[src/rtl/irq_seq_pkg.sv]
package irq_seq_pkg;
  typedef enum logic [2:0] {
    SQ_IDLE,
    SQ_PUSH,
    SQ_VEC_HI,
    SQ_VEC_LO,
    SQ_LOAD
  } seq_state_e;

  localparam int unsigned STACK_BYTES = 5;
  localparam int unsigned IDX_W = 3;
endpackage

[src/rtl/irq_req_latch.sv]
module irq_req_latch #(
  parameter int unsigned SYNC_STAGES = 2
) (
  input  logic clk,
  input  logic rst_n,
  input  logic irq_n,
  input  logic clear,
  output logic line_low,
  output logic fall,
  output logic pending
);
  localparam int unsigned MSB = SYNC_STAGES - 1;

  logic [SYNC_STAGES-1:0] sync_q;
  logic                   prev_q;
  logic                   pend_q, pend_d;

  // synchronizer chain, idle level is high
  generate
    if (SYNC_STAGES == 1) begin : g_one
      always_ff @(posedge clk or negedge rst_n) begin
        if (!rst_n) sync_q <= '1;
        else        sync_q <= irq_n;
      end
    end else begin : g_chain
      always_ff @(posedge clk or negedge rst_n) begin
        if (!rst_n) sync_q <= '1;
        else        sync_q <= {sync_q[MSB-1:0], irq_n};
      end
    end
  endgenerate

  always_ff @(posedge clk or negedge rst_n) begin
    if (!rst_n) prev_q <= 1'b1;
    else        prev_q <= sync_q[MSB];
  end

  assign line_low = ~sync_q[MSB];
  assign fall     = prev_q & ~sync_q[MSB];

  // servicing clears the latch and takes priority over a new edge
  always_comb begin
    pend_d = pend_q;
    if (clear)     pend_d = 1'b0;
    else if (fall) pend_d = 1'b1;
  end

  always_ff @(posedge clk or negedge rst_n) begin
    if (!rst_n) pend_q <= 1'b0;
    else        pend_q <= pend_d;
  end

  assign pending = pend_q;

  AST_LATCH_CLEARED: assert property (@(posedge clk) disable iff (!rst_n)
    clear |=> !pending);
  AST_EDGE_LATCHED: assert property (@(posedge clk) disable iff (!rst_n)
    (fall && !clear) |=> pending);
endmodule

[src/rtl/irq_entry_seq.sv]
module irq_entry_seq
  import irq_seq_pkg::*;
#(
  parameter int unsigned          ADDR_W   = 13,
  parameter int unsigned          MASK_BIT = 3,
  parameter logic [ADDR_W-1:0]    VEC_ADDR = 13'h1FFA
) (
  input  logic              clk,
  input  logic              rst_n,
  input  logic              insn_boundary,
  input  logic              request,
  input  logic [15:0]       pc_in,
  input  logic [7:0]        x_in,
  input  logic [7:0]        a_in,
  input  logic [7:0]        ccr_in,
  input  logic [ADDR_W-1:0] sp_in,
  input  logic [7:0]        mem_rdata,
  output logic              start,
  output logic              busy,
  output logic              mem_we,
  output logic              mem_re,
  output logic [ADDR_W-1:0] mem_addr,
  output logic [7:0]        mem_wdata,
  output logic              imask_set,
  output logic              pc_load,
  output logic [15:0]       pc_value,
  output logic              sp_load,
  output logic [ADDR_W-1:0] sp_value
);
  localparam logic [IDX_W-1:0]  LAST_IDX = IDX_W'(STACK_BYTES - 1);
  localparam logic [ADDR_W-1:0] VEC_LO_A = VEC_ADDR + 1'b1;

  seq_state_e        state_q, state_d;
  logic [IDX_W-1:0]  idx_q, idx_d;
  logic [ADDR_W-1:0] sp_q, sp_d;
  logic [15:0]       pc_s;
  logic [7:0]        x_s, a_s, ccr_s;
  logic [7:0]        vhi_q;
  logic              vhi_en;

  assign start = (state_q == SQ_IDLE) && insn_boundary && request && !ccr_in[MASK_BIT];

  always_comb begin
    state_d = state_q;
    idx_d   = idx_q;
    sp_d    = sp_q;
    case (state_q)
      SQ_IDLE: if (start) begin
        state_d = SQ_PUSH;
        idx_d   = '0;
        sp_d    = sp_in;
      end
      SQ_PUSH: begin
        sp_d = sp_q - 1'b1;
        if (idx_q == LAST_IDX) state_d = SQ_VEC_HI;
        else                   idx_d   = idx_q + 1'b1;
      end
      SQ_VEC_HI: state_d = SQ_VEC_LO;
      SQ_VEC_LO: state_d = SQ_LOAD;
      SQ_LOAD:   state_d = SQ_IDLE;
      default:   state_d = SQ_IDLE;
    endcase
  end

  always_ff @(posedge clk or negedge rst_n) begin
    if (!rst_n) begin
      state_q <= SQ_IDLE;
      idx_q   <= '0;
      sp_q    <= '0;
    end else begin
      state_q <= state_d;
      idx_q   <= idx_d;
      sp_q    <= sp_d;
    end
  end

  // register snapshot taken at the accepting boundary
  always_ff @(posedge clk or negedge rst_n) begin
    if (!rst_n) begin
      pc_s  <= '0;
      x_s   <= '0;
      a_s   <= '0;
      ccr_s <= '0;
    end else if (start) begin
      pc_s  <= pc_in;
      x_s   <= x_in;
      a_s   <= a_in;
      ccr_s <= ccr_in;
    end
  end

  assign vhi_en = (state_q == SQ_VEC_LO);

  always_ff @(posedge clk or negedge rst_n) begin
    if (!rst_n)      vhi_q <= '0;
    else if (vhi_en) vhi_q <= mem_rdata;
  end

  always_comb begin
    case (idx_q)
      3'd0:    mem_wdata = pc_s[7:0];
      3'd1:    mem_wdata = pc_s[15:8];
      3'd2:    mem_wdata = x_s;
      3'd3:    mem_wdata = a_s;
      default: mem_wdata = ccr_s;
    endcase
  end

  always_comb begin
    case (state_q)
      SQ_VEC_HI: mem_addr = VEC_ADDR;
      SQ_VEC_LO: mem_addr = VEC_LO_A;
      default:   mem_addr = sp_q;
    endcase
  end

  assign busy      = (state_q != SQ_IDLE);
  assign mem_we    = (state_q == SQ_PUSH);
  assign mem_re    = (state_q == SQ_VEC_HI) || (state_q == SQ_VEC_LO);
  assign imask_set = (state_q == SQ_VEC_HI);
  assign pc_load   = (state_q == SQ_LOAD);
  assign sp_load   = (state_q == SQ_LOAD);
  assign pc_value  = {vhi_q, mem_rdata};
  assign sp_value  = sp_q;

  AST_MASKED_NO_ENTRY: assert property (@(posedge clk) disable iff (!rst_n)
    (!busy && ccr_in[MASK_BIT]) |=> !busy);
  AST_STACK_DOWN: assert property (@(posedge clk) disable iff (!rst_n)
    (mem_we && $past(mem_we)) |-> (mem_addr == ADDR_W'($past(mem_addr) - 1'b1)));
  AST_MASK_AFTER_PUSH: assert property (@(posedge clk) disable iff (!rst_n)
    $fell(mem_we) |-> imask_set);
  AST_LOAD_AFTER_READ: assert property (@(posedge clk) disable iff (!rst_n)
    pc_load |-> ($past(mem_re) && !mem_re));
  AST_WRITE_WHEN_BUSY: assert property (@(posedge clk) disable iff (!rst_n)
    (mem_we || mem_re || pc_load) |-> busy);
endmodule

[src/rtl/irq_spacing_mon.sv]
module irq_spacing_mon #(
  parameter int unsigned CNT_W = 16
) (
  input  logic             clk,
  input  logic             rst_n,
  input  logic             fall,
  input  logic             start,
  input  logic             rti_strobe,
  output logic             violation,
  output logic [CNT_W-1:0] gap
);
  localparam logic [CNT_W-1:0] CNT_MAX = '1;

  logic             svc_q, svc_d;
  logic             viol_q, viol_d;
  logic [CNT_W-1:0] cnt_q, cnt_d;
  logic [CNT_W-1:0] gap_q, gap_d;

  always_comb begin
    svc_d = svc_q;
    if (rti_strobe) svc_d = 1'b0;
    else if (start) svc_d = 1'b1;
    viol_d = viol_q | (fall & svc_q & ~rti_strobe);
  end

  always_comb begin
    gap_d = gap_q;
    cnt_d = cnt_q;
    if (fall) begin
      gap_d = cnt_q;
      cnt_d = CNT_W'(1);
    end else if (cnt_q != CNT_MAX) begin
      cnt_d = cnt_q + 1'b1;
    end
  end

  always_ff @(posedge clk or negedge rst_n) begin
    if (!rst_n) begin
      svc_q  <= 1'b0;
      viol_q <= 1'b0;
      cnt_q  <= '0;
      gap_q  <= '0;
    end else begin
      svc_q  <= svc_d;
      viol_q <= viol_d;
      cnt_q  <= cnt_d;
      gap_q  <= gap_d;
    end
  end

  assign violation = viol_q;
  assign gap       = gap_q;

  AST_VIOLATION_STICKY: assert property (@(posedge clk) disable iff (!rst_n)
    violation |=> violation);
  AST_VIOLATION_IN_SVC: assert property (@(posedge clk) disable iff (!rst_n)
    $rose(violation) |-> $past(svc_q));
  AST_GAP_HOLDS: assert property (@(posedge clk) disable iff (!rst_n)
    !fall |=> $stable(gap));
endmodule

[src/rtl/irq_sequencer.sv]
module irq_sequencer
  import irq_seq_pkg::*;
#(
  parameter int unsigned       ADDR_W      = 13,
  parameter int unsigned       MASK_BIT    = 3,
  parameter logic [ADDR_W-1:0] VEC_ADDR    = 13'h1FFA,
  parameter int unsigned       SYNC_STAGES = 2,
  parameter int unsigned       CNT_W       = 16
) (
  input  logic              clk,
  input  logic              rst_n,
  input  logic              irq_n,
  input  logic              insn_boundary,
  input  logic              rti_strobe,
  input  logic [15:0]       pc_in,
  input  logic [7:0]        x_in,
  input  logic [7:0]        a_in,
  input  logic [7:0]        ccr_in,
  input  logic [ADDR_W-1:0] sp_in,
  input  logic [7:0]        mem_rdata,
  output logic              mem_we,
  output logic              mem_re,
  output logic [ADDR_W-1:0] mem_addr,
  output logic [7:0]        mem_wdata,
  output logic              busy,
  output logic              imask_set,
  output logic              pc_load,
  output logic [15:0]       pc_value,
  output logic              sp_load,
  output logic [ADDR_W-1:0] sp_value,
  output logic              pulse_violation,
  output logic [CNT_W-1:0]  pulse_gap
);
  logic [1:0] rst_sync_q;
  logic       srst_n;
  logic       line_low, fall, pending, request, start;

  // asynchronous assert, synchronous release
  always_ff @(posedge clk or negedge rst_n) begin
    if (!rst_n) rst_sync_q <= 2'b00;
    else        rst_sync_q <= {rst_sync_q[0], 1'b1};
  end
  assign srst_n = rst_sync_q[1];

  irq_req_latch #(.SYNC_STAGES(SYNC_STAGES)) u_latch (
    .clk      (clk),
    .rst_n    (srst_n),
    .irq_n    (irq_n),
    .clear    (start),
    .line_low (line_low),
    .fall     (fall),
    .pending  (pending)
  );

  assign request = pending | line_low;

  irq_entry_seq #(
    .ADDR_W   (ADDR_W),
    .MASK_BIT (MASK_BIT),
    .VEC_ADDR (VEC_ADDR)
  ) u_seq (
    .clk           (clk),
    .rst_n         (srst_n),
    .insn_boundary (insn_boundary),
    .request       (request),
    .pc_in         (pc_in),
    .x_in          (x_in),
    .a_in          (a_in),
    .ccr_in        (ccr_in),
    .sp_in         (sp_in),
    .mem_rdata     (mem_rdata),
    .start         (start),
    .busy          (busy),
    .mem_we        (mem_we),
    .mem_re        (mem_re),
    .mem_addr      (mem_addr),
    .mem_wdata     (mem_wdata),
    .imask_set     (imask_set),
    .pc_load       (pc_load),
    .pc_value      (pc_value),
    .sp_load       (sp_load),
    .sp_value      (sp_value)
  );

  irq_spacing_mon #(.CNT_W(CNT_W)) u_mon (
    .clk        (clk),
    .rst_n      (srst_n),
    .fall       (fall),
    .start      (start),
    .rti_strobe (rti_strobe),
    .violation  (pulse_violation),
    .gap        (pulse_gap)
  );

  AST_ONE_MEM_OP: assert property (@(posedge clk) disable iff (!srst_n)
    $onehot0({mem_we, mem_re, pc_load}));
  AST_START_NEEDS_REQ: assert property (@(posedge clk) disable iff (!srst_n)
    $rose(busy) |-> $past(request && insn_boundary));
endmodule

[config.mk]
export PLATFORM = sky130hd
export DESIGN_NAME = irq_sequencer
export DESIGN_NICKNAME = d
export VERILOG_FILES = /design/src/rtl/irq_seq_pkg.sv /design/src/rtl/irq_req_latch.sv /design/src/rtl/irq_entry_seq.sv /design/src/rtl/irq_spacing_mon.sv /design/src/rtl/irq_sequencer.sv
export SDC_FILE = /design/constraint.sdc
export NUM_CORES = 1
export LEC_CHECK = 0
export ABC_AREA = 1
export ABC_CLOCK_PERIOD_IN_PS = 3500
export BUFFER_PORTS_ARGS = -buffer_cell sky130_fd_sc_hd__buf_2
export CAP_MARGIN = 5
export CORE_ASPECT_RATIO = 0.9
export CORE_MARGIN = 3
export CORE_UTILIZATION = 53
export CTS_CLUSTER_DIAMETER = 40
export DETAILED_ROUTE_END_ITERATION = 6
export GPL_TIMING_DRIVEN = 0
export PLACE_DENSITY = 0.79
export SETUP_SLACK_MARGIN = 0.2
export SYNTH_ARGS = -nofsm -noshare
export SYNTH_HDL_FRONTEND = slang
export SYNTH_SLANG_ARGS = --single-unit
[constraint.sdc]
create_clock -name clk -period 3.5 [get_ports clk]
set_input_delay 0.35 -clock clk [delete_from_list [all_inputs] [get_ports clk]]
set_output_delay 0.35 -clock clk [all_outputs]
set_load 0.05 [all_outputs]
==> reports/metrics.json, run 1 <==
{
  "yosys": {
    "yosys.cell_types.count": 31,
    "synth.top_cell.area_share": 0.5012,
    "seq_total_area_yosys": 0.5164,
    "synth.yosys.warnings": 0,
    "leading_post_synthesis_cells_by_cell_area": "sky130_fd_sc_hd__dfrtp_1 50%, sky130_fd_sc_hd__nand2_1 19%, sky130_fd_sc_hd__inv_1 4.9%, sky130_fd_sc_hd__nand3_1 4.6%, sky130_fd_sc_hd__o21ai_0 4.1%",
    "netlist.top_cell.by_area": "sky130_fd_sc_hd__dfrtp_1",
    "synthesis.nets": 739,
    "synthCells": 666,
    "syn-cell-area_sq_um": 5192,
    "syn-mean-instance-area_sq_um": 7.797,
    "ys_ff_latch": 107
  },
  "hold_path": {
    "min_path_type": "in2reg",
    "holdCritStartpoint": "irq_n",
    "hold_end": "u_latch.sync_q[0]",
    "worstHoldPathCells": 1
  },
  "worst_setup_path": {
    "setup.reg_to_reg.worst_slack_ps": 1810,
    "worstSetupEndpointType": "primary output",
    "critPathLaunchType": "flip-flop",
    "worst-path-max-fanout": 10,
    "regToRegStartpoint": "u_mon.cnt_q[0]",
    "slowest_delay_ps": 470,
    "worstPathCellList": "inv_1, buf_2, ha_1, clkbuf_1, nor3_4, nand2_1, nand4_1, buf_2",
    "r2r_cells": 8,
    "req_time_crit_path_ps": 3150,
    "timing.setup.critical_path_class": "reg2out",
    "cp_slowest_cell": "sky130_fd_sc_hd__nor3_4",
    "worst_r2r_endpoint": "u_mon.cnt_q[14]",
    "timing.critical_path.mode_cell": "sky130_fd_sc_hd__buf_2",
    "worst-endpoint-arrival_ps": 2450
  },
  "sta": {
    "worst_slew_pin_slew_ps": 762.2,
    "worst_slew_margin_rel": 0.4900,
    "rsz0062_at_grt": "false",
    "final_hold_viol_count": 0,
    "fmax_mhz": 357.5,
    "final.setup_skew_ps": 13.43,
    "timing_max_transition_violations_final": 0,
    "setup_viol": 0,
    "final_period_minus_worst_setup_slack_ps": 2797,
    "fin_crit_sh": 0.7991,
    "post-route-worst-setup-slack_ps": 703.1
  },
  "clocking": {
    "clock_sinks": 107,
    "post_cts_hold_buffer_count": 1,
    "number_of_buffers_between_clock_root_and_the_deepest_sink": 2,
    "ctsHtreeMaxLevel": 3,
    "tritoncts": "yes",
    "cts.repair.resized": 0,
    "cts-buffers-inserted": 9,
    "cts_setup_buffers": 0,
    "clkSlewWorstSetupHoldPaths_ps": 100,
    "clock_tree.root_cell": "sky130_fd_sc_hd__clkbuf_8",
    "clk_latency_ps": 370
  },
  "die": {
    "fp-row-count": 33,
    "design.portCount": 139,
    "die_area_sq_um": 11020,
    "core_sq_um": 9331,
    "initial_core_util": 0.5564,
    "chipWidth_microns": 110.3,
    "die_height_microns": 99.90
  },
  "global_routing": {
    "met3_usage": 0.03987,
    "global_route_total_usage_across_every_layer": 0.2500,
    "antenna_found_initial": 0,
    "highest_utilization_routing_layer_at_the_global_route_stage": "met2",
    "global_route_wire_length_before_repair_mm": 21.69,
    "global_route.usage.met1": 0.3620,
    "pin_count_of_the_biggest_net_entering_global_routing": 56,
    "grt_overflow_total": 0,
    "first_global_vias": 4678,
    "met2_demand_to_capacity_share_in_global_routing": 0.3946
  },
  "run_status": {
    "run_status": "completed"
  },
  "job": {
    "max_cap_viol_count": 0
  },
  "detailed_routing": {
    "drc_violations_left": 0,
    "detail_route.first_pass.iterations": 5,
    "route.vias.total": 4847,
    "final_antenna_net_count": 0,
    "finalWirelength_mm": 13.27,
    "first_iter_violations": 328,
    "drt-vias-per-instance": 5.135,
    "routedWlPerCell_microns": 14.05
  },
  "power_and_ir_drop": {
    "power_density_nw_per_um2": 945.6,
    "p_leak_nw": 3.452,
    "power.ir.vdd_worst_mv": 0.8071
  },
  "cells_and_area": {
    "final-instance-count-excl-fill": 944,
    "fin_nets": 890,
    "final_layout_size_suffix_gt1_frac": 0.2421,
    "final.fill_count": 826,
    "area_delta_synth_final_pct": 21.06,
    "antenna_cells_inserted": 0
  },
  "placed_design": {
    "placedCellCount": 927,
    "finalWeightedCongestion": 0.9170,
    "place_worst_setup_slack_ps": 1151,
    "hpwl_detailed_mm": 9.777,
    "placement.io_buffers": 138
  }
}
## report_power, final
part | switching, mW | internal, mW | total [mW] | leakage, nW
Sequential | 0.302 | 1.65 | 1.95 | 1.35
Clock | 0.454 | 0.347 | 0.801 | 0.105
Combinational | 2.42 | 0.770 | 3.19 | 2.00
Total | 3.18 | 2.77 | 5.94 | 3.45
## worst max-delay path, delay by kind of cell (launching register included)
kind / cells / cell delay [ps]
and+or+nand+nor: 3 / 680
DFF: 1 / 400
buffers and inverters: 4 / 790
adders and majority gates: 1 / 220
## cell type report
cell class | instances | area, sq um | share of cell area
multi-input cells | 454 | 2051 | 0.3262
flip-flops and latches | 107 | 2685 | 0.4272
repair buffers | 140 | 728.2 | 0.1158
clock buffers | 10 | 127.6 | 0.02030
well taps | 122 | 152.6 | 0.02428
inverters | 76 | 285.3 | 0.04538
clock inverters | 6 | 81.33 | 0.01294
plain buffers | 29 | 175.2 | 0.02787
## sequential cells by signal (all words and copies together) (netlist names)
| register | cells |
|---|---|
| u_mon.gap | 16 |
| u_seq.vhi_q | 8 |
| u_seq.sp_value | 13 |
| u_seq.idx_q | 3 |
| u_mon.cnt_q | 16 |
| u_seq.ccr_s | 8 |
| u_seq.x_s | 8 |
| u_latch.prev_q | 1 |
| u_mon.svc_q | 1 |
| u_seq.pc_s | 16 |
| u_seq.state_q | 3 |
| rst_sync_q | 2 |
| u_seq.a_s | 8 |
| u_latch.sync_q | 2 |
| u_mon.violation | 1 |
| u_latch.pending | 1 |
## synthesized netlist by cell type, drive strengths merged
| master | count |
|---|---|
| or2 | 2 |
| ha | 7 |
| and2 | 1 |
| o211ai | 4 |
| xor2 | 2 |
| inv | 76 |
| buf | 21 |
| nand4 | 18 |
| o22ai | 4 |
| o21ai | 45 |
| nand2 | 269 |
| clkbuf | 8 |
| nor3 | 3 |
| nand3 | 49 |
| a22oi | 1 |
| conb | 1 |
| dfstp | 3 |
| nor2 | 41 |
| o21bai | 1 |
| a21oi | 5 |
| dfrtp | 104 |
| o31ai | 1 |
## stage by stage
step	setup TNS, ps	power, mW	utilization	area (sq um)	hold WS, ps
floorplan	0	4.363	-	5192	54.41
global placement	-85810	5.067	0.6468	6036	136.1
detailed placement	0	5.156	0.6502	6067	141.7
CTS	0	5.966	0.6736	6286	51.44
global route	0	6.352	0.6736	6286	47.86
finish	0	5.944	0.6736	6286	75.47
## placed cells by master (no fill, tap or decap), types with 2 or more instances in the layout
cell,count
sky130_fd_sc_hd__dfrtp_1,103
sky130_fd_sc_hd__o211ai_1,4
sky130_fd_sc_hd__buf_2,146
sky130_fd_sc_hd__clkbuf_1,9
sky130_fd_sc_hd__nor2_2,2
sky130_fd_sc_hd__nand2_2,3
sky130_fd_sc_hd__buf_6,2
sky130_fd_sc_hd__ha_1,7
sky130_fd_sc_hd__nand2_1,266
sky130_fd_sc_hd__inv_1,68
sky130_fd_sc_hd__o21ai_1,2
sky130_fd_sc_hd__nor3_1,2
sky130_fd_sc_hd__inv_2,8
sky130_fd_sc_hd__dfstp_2,3
sky130_fd_sc_hd__xor2_1,2
sky130_fd_sc_hd__o22ai_1,4
sky130_fd_sc_hd__o21ai_0,43
sky130_fd_sc_hd__buf_4,11
sky130_fd_sc_hd__nand3_1,48
sky130_fd_sc_hd__clkbuf_8,9
sky130_fd_sc_hd__a21oi_1,5
sky130_fd_sc_hd__nor2_4,3
sky130_fd_sc_hd__or2_2,2
sky130_fd_sc_hd__nor2_1,36
sky130_fd_sc_hd__nand4_1,18
sky130_fd_sc_hd__inv_6,3
## how the worst max path moves through the flow
stage,start,slack [ps],end,cells after the start
global route,u_seq.idx_q[2],550,mem_wdata[7],8
global placement,rst_sync_q[1],-850,u_seq.sp_value[9],0
finish,u_seq.idx_q[2],700,mem_wdata[3],8
CTS,u_seq.idx_q[2],700,mem_wdata[2],8
floorplan,rst_sync_q[1],300,u_latch.pending,0
detailed placement,u_seq.idx_q[2],1150,mem_wdata[2],8
## routing by layer
| layer | share of wire | up-vias |
|---|---|---|
| li1 | - | 2383 |
| met1 | 0.46 | 2231 |
| met2 | 0.45 | 215 |
| met3 | 0.075 | 18 |
| met4 | 0.014 | 0 |
| met5 | 0 | - |
## logic make-up (layout without fill, tap and decap cells)
| logic type | after synthesis | count (layout) | share of synthesized area |
|---|---|---|---|
| buffers and inverters | 105 | 261 | 0.08867 |
| XOR/XNOR | 2 | 2 | 0.003374 |
| AO/OA/AOI/OAI | 61 | 61 | 0.06313 |
| adder cells (fa/ha/maj) | 7 | 7 | 0.01687 |
| AND/OR/NAND/NOR | 383 | 383 | 0.3108 |
| flip-flops | 107 | 107 | 0.5164 |
| other | 1 | 1 | 0.0007222 |
Note: power is estimated with default switching activity, not from simulation.
==> run 2: changes to the inputs <==
ABC_CLOCK_PERIOD_IN_PS = 2400   (was 3500)
CORE_UTILIZATION = 48   (was 53)
PLACE_DENSITY = 0.76   (was 0.79)
clock period = 2.4 ns   (was 3.5 ns; I/O delays follow)
==> reports/metrics.json, run 2 (same netlist as run 1, synthesis figures left out) <==
{
  "power_and_ir_drop": {
    "power_density": {"value": 1469, "unit": "nW/um^2", "change": "+55%"},
    "p_leak": {"value": 3.599, "unit": "nW", "change": "+4.2%"},
    "power.ir.vdd_worst": {"value": 0.9036, "unit": "mV", "change": "+12%"}
  },
  "placed_design": {
    "finalWeightedCongestion": {"value": 0.8895, "change": "-3.0%"},
    "place_worst_setup_slack": {"value": 154.5, "unit": "ps", "change": "-996.1 ps"},
    "hpwl_detailed": {"value": 9.574, "unit": "mm", "change": "-2.1%"},
    "dpl-instance-area": {"value": 6076, "unit": "sq um", "change": "+0.14%"},
    "placement.io_buffers": {"value": 138, "change": "unchanged"}
  },
  "sta": {
    "final_period_minus_worst_setup_slack_ps": 2260,
    "worst_slew_pin_slew": {"value": 709.3, "unit": "ps", "change": "-52.91 ps"},
    "final.setup_skew": {"value": 9.309, "unit": "ps", "change": "-4.119 ps"},
    "post-route-worst-setup-slack": {"value": 140.1, "unit": "ps", "change": "-563.0 ps"},
    "worst_slew_margin_rel": {"value": 0.5271, "change": "+0.03715"},
    "fin_tns_setup": {"value": 0, "unit": "ps", "change": "unchanged"},
    "setup_viol": {"value": 0, "change": "unchanged"},
    "timing_max_transition_violations_final": {"value": 0, "change": "unchanged"},
    "rsz0062_at_grt": "true",
    "fmax_mhz": 442.5,
    "final_hold_viol_count": {"value": 0, "change": "unchanged"},
    "fin_crit_sh": 0.9416
  },
  "worst_setup_path": {
    "slowest_delay": {"value": 450, "unit": "ps", "change": "-20 ps"},
    "worst-path-max-fanout": {"value": 8, "change": "-2"},
    "worst-endpoint-arrival": {"value": 2020, "unit": "ps", "change": "-430 ps"},
    "wp_buf_inv": {"value": 4, "change": "unchanged"},
    "timing.setup.critical_path_class": "reg2out",
    "r2r_cells": {"value": 8, "change": "unchanged"},
    "regToRegStartpoint": "u_mon.cnt_q[0]",
    "req_time_crit_path": {"value": 2160, "unit": "ps", "change": "-990 ps"},
    "critPathLaunchType": "flip-flop",
    "endpoint": "mem_wdata[6]",
    "critPathTopFamily": "buffers and inverters",
    "worstSetupEndpointType": "primary output",
    "critical_path_cell_count": {"value": 10, "change": "+2"},
    "worstPathCellList": "buf_6, ha_4, buf_8, nand2_4, nand2_4, nor3_4, buf_12, nand2_1, nand4_1, buf_6",
    "cp_slowest_cell": "sky130_fd_sc_hd__dfrtp_2",
    "worst_r2r_endpoint": "u_mon.cnt_q[4]",
    "setup.reg_to_reg.worst_slack": {"value": 750, "unit": "ps", "change": "-1060 ps"},
    "worstSetupStartpoint": "u_seq.idx_q[0]"
  },
  "run_status": {
    "run_status": "completed"
  },
  "cells_and_area": {
    "antenna_cells_inserted": {"value": 0, "change": "unchanged"},
    "layout_common_cells": "261 x sky130_fd_sc_hd__nand2_1, 137 x sky130_fd_sc_hd__buf_2, 102 x sky130_fd_sc_hd__dfrtp_1",
    "layout_commonest_cell": "sky130_fd_sc_hd__nand2_1",
    "fin_nets": {"value": 900, "change": "+1.1%"},
    "final_design_area_no_fill": {"value": 6696, "unit": "sq um", "change": "+6.5%"},
    "area_delta_synth_final_pct": 28.96,
    "final_layout_size_suffix_gt1_frac": {"value": 0.2716, "change": "+0.02954"},
    "fin_util": {"value": 0.6452, "change": "-0.02843"}
  },
  "global_routing": {
    "global_route_total_usage_across_every_layer": {"value": 0.2213, "change": "-0.02868"},
    "grt_overflow_total": {"value": 0, "change": "unchanged"},
    "pin_count_of_the_biggest_net_entering_global_routing": {"value": 55, "change": "-1.8%"},
    "antenna_found_initial": {"value": 0, "change": "unchanged"},
    "global_route_wire_length_before_repair": {"value": 21.61, "unit": "mm", "change": "-0.35%"},
    "first_global_vias": {"value": 4573, "change": "-2.2%"}
  },
  "hold_path": {
    "min_path_type": "in2reg",
    "holdCritStartpoint": "rti_strobe"
  },
  "detailed_routing": {
    "first_iter_violations": {"value": 412, "change": "+26%"},
    "detail_route.first_pass.iterations": {"value": 7, "change": "+2"},
    "drc_violations_left": {"value": 0, "change": "unchanged"},
    "route.vias.total": {"value": 4899, "change": "+1.1%"},
    "finalWirelength": {"value": 13.65, "unit": "mm", "change": "+2.9%"},
    "routedWlPerCell": {"value": 14.20, "unit": "microns", "change": "+1.1%"},
    "final_antenna_net_count": {"value": 0, "change": "unchanged"},
    "drt-vias-per-instance": {"value": 5.098, "change": "-0.72%"}
  },
  "die": {
    "die_height": {"value": 104.7, "unit": "microns", "change": "+4.8%"},
    "die_area": {"value": 12100, "unit": "sq um", "change": "+9.8%"},
    "design.portCount": {"value": 139, "change": "unchanged"},
    "chipWidth": {"value": 115.6, "unit": "microns", "change": "+4.8%"},
    "fp-row-count": {"value": 35, "change": "+6.1%"},
    "core": {"value": 10380, "unit": "sq um", "change": "+11%"},
    "initial_core_util": {"value": 0.5003, "change": "-0.05615"}
  },
  "clocking": {
    "number_of_buffers_between_clock_root_and_the_deepest_sink": {"value": 2, "change": "unchanged"},
    "clk_latency": {"value": 340, "unit": "ps", "change": "-30 ps"},
    "ctsHtreeMaxLevel": {"value": 3, "change": "unchanged"},
    "clock_sinks": {"value": 107, "change": "unchanged"},
    "tritoncts": "yes",
    "clkSlewWorstSetupHoldPaths": {"value": 70, "unit": "ps", "change": "-30 ps"},
    "cts-buffers-inserted": {"value": 9, "change": "unchanged"},
    "clock_tree.root_cell": "sky130_fd_sc_hd__clkbuf_16"
  },
  "job": {
    "max_cap_viol_count": {"value": 0, "change": "unchanged"}
  }
}
run 2: changes by cell type in the layout (fill, tap and decap cells not counted), sizes merged:
cell and delta:
bufinv +1, dlygate4sd3 +1, clkinvlp +1, clkbuf -2, buf +10, inv -1
run 2: how the worst min path moves through the flow:
stage,cells past startpoint,to
after floorplan,0,rst_sync_q[0]
after global placement,1,rst_sync_q[0]
after detailed placement,1,rst_sync_q[0]
after CTS,2,u_mon.svc_q
after global routing,2,u_mon.svc_q
final,2,u_mon.svc_q
run 2: cell type report:
| class | count | area (sq um) |
|---|---|---|
| plain buffers | 29 | 203.9 |
| clock buffers | 9 | 225.2 |
| clock inverters | 7 | 98.84 |
| fillers | 892 | 3682 |
| inverters | 76 | 285.3 |
| multi-input cells | 454 | 2138 |
| flip-flops and latches | 107 | 2686 |
| well taps | 129 | 161.4 |
| repair buffers | 150 | 897.1 |
run 2: report_power, final:
group          internal (mW)  switching, mW
logic                   1.61           3.76
registers               2.41          0.446
clock network          0.923          0.691
total                   4.95           4.89
run 2: per-stage QoR:
stage,std cells,hold slack [ps],power (mW)
5_1_grt,961,67.85,10.42
2_1_floorplan,666,-55.59,6.363
3_3_place_gp,933,24.70,7.399
3_5_place_dp,934,27.96,7.521
6_report,961,57.91,9.839
4_1_cts,957,50.75,9.511
run 2: routing by layer:
metal	vias up	GRT usage	wire length, microns
met5	-	0	0
met4	0	0.05634	108
met3	10	0.03706	1050
met2	198	0.3376	6312
met1	2286	0.3294	6178
li1	2405	-	-
run 2: what timing repair did:
item / CTS / global route
hold endpoints to repair: 3 / 0
pin swaps: 3 / 3
gates cloned: 1 / 0
gates resized for setup: 29 / 21
setup buffers: 4 / 4
hold buffers: 2 / 0
setup endpoints to repair: 8 / 8
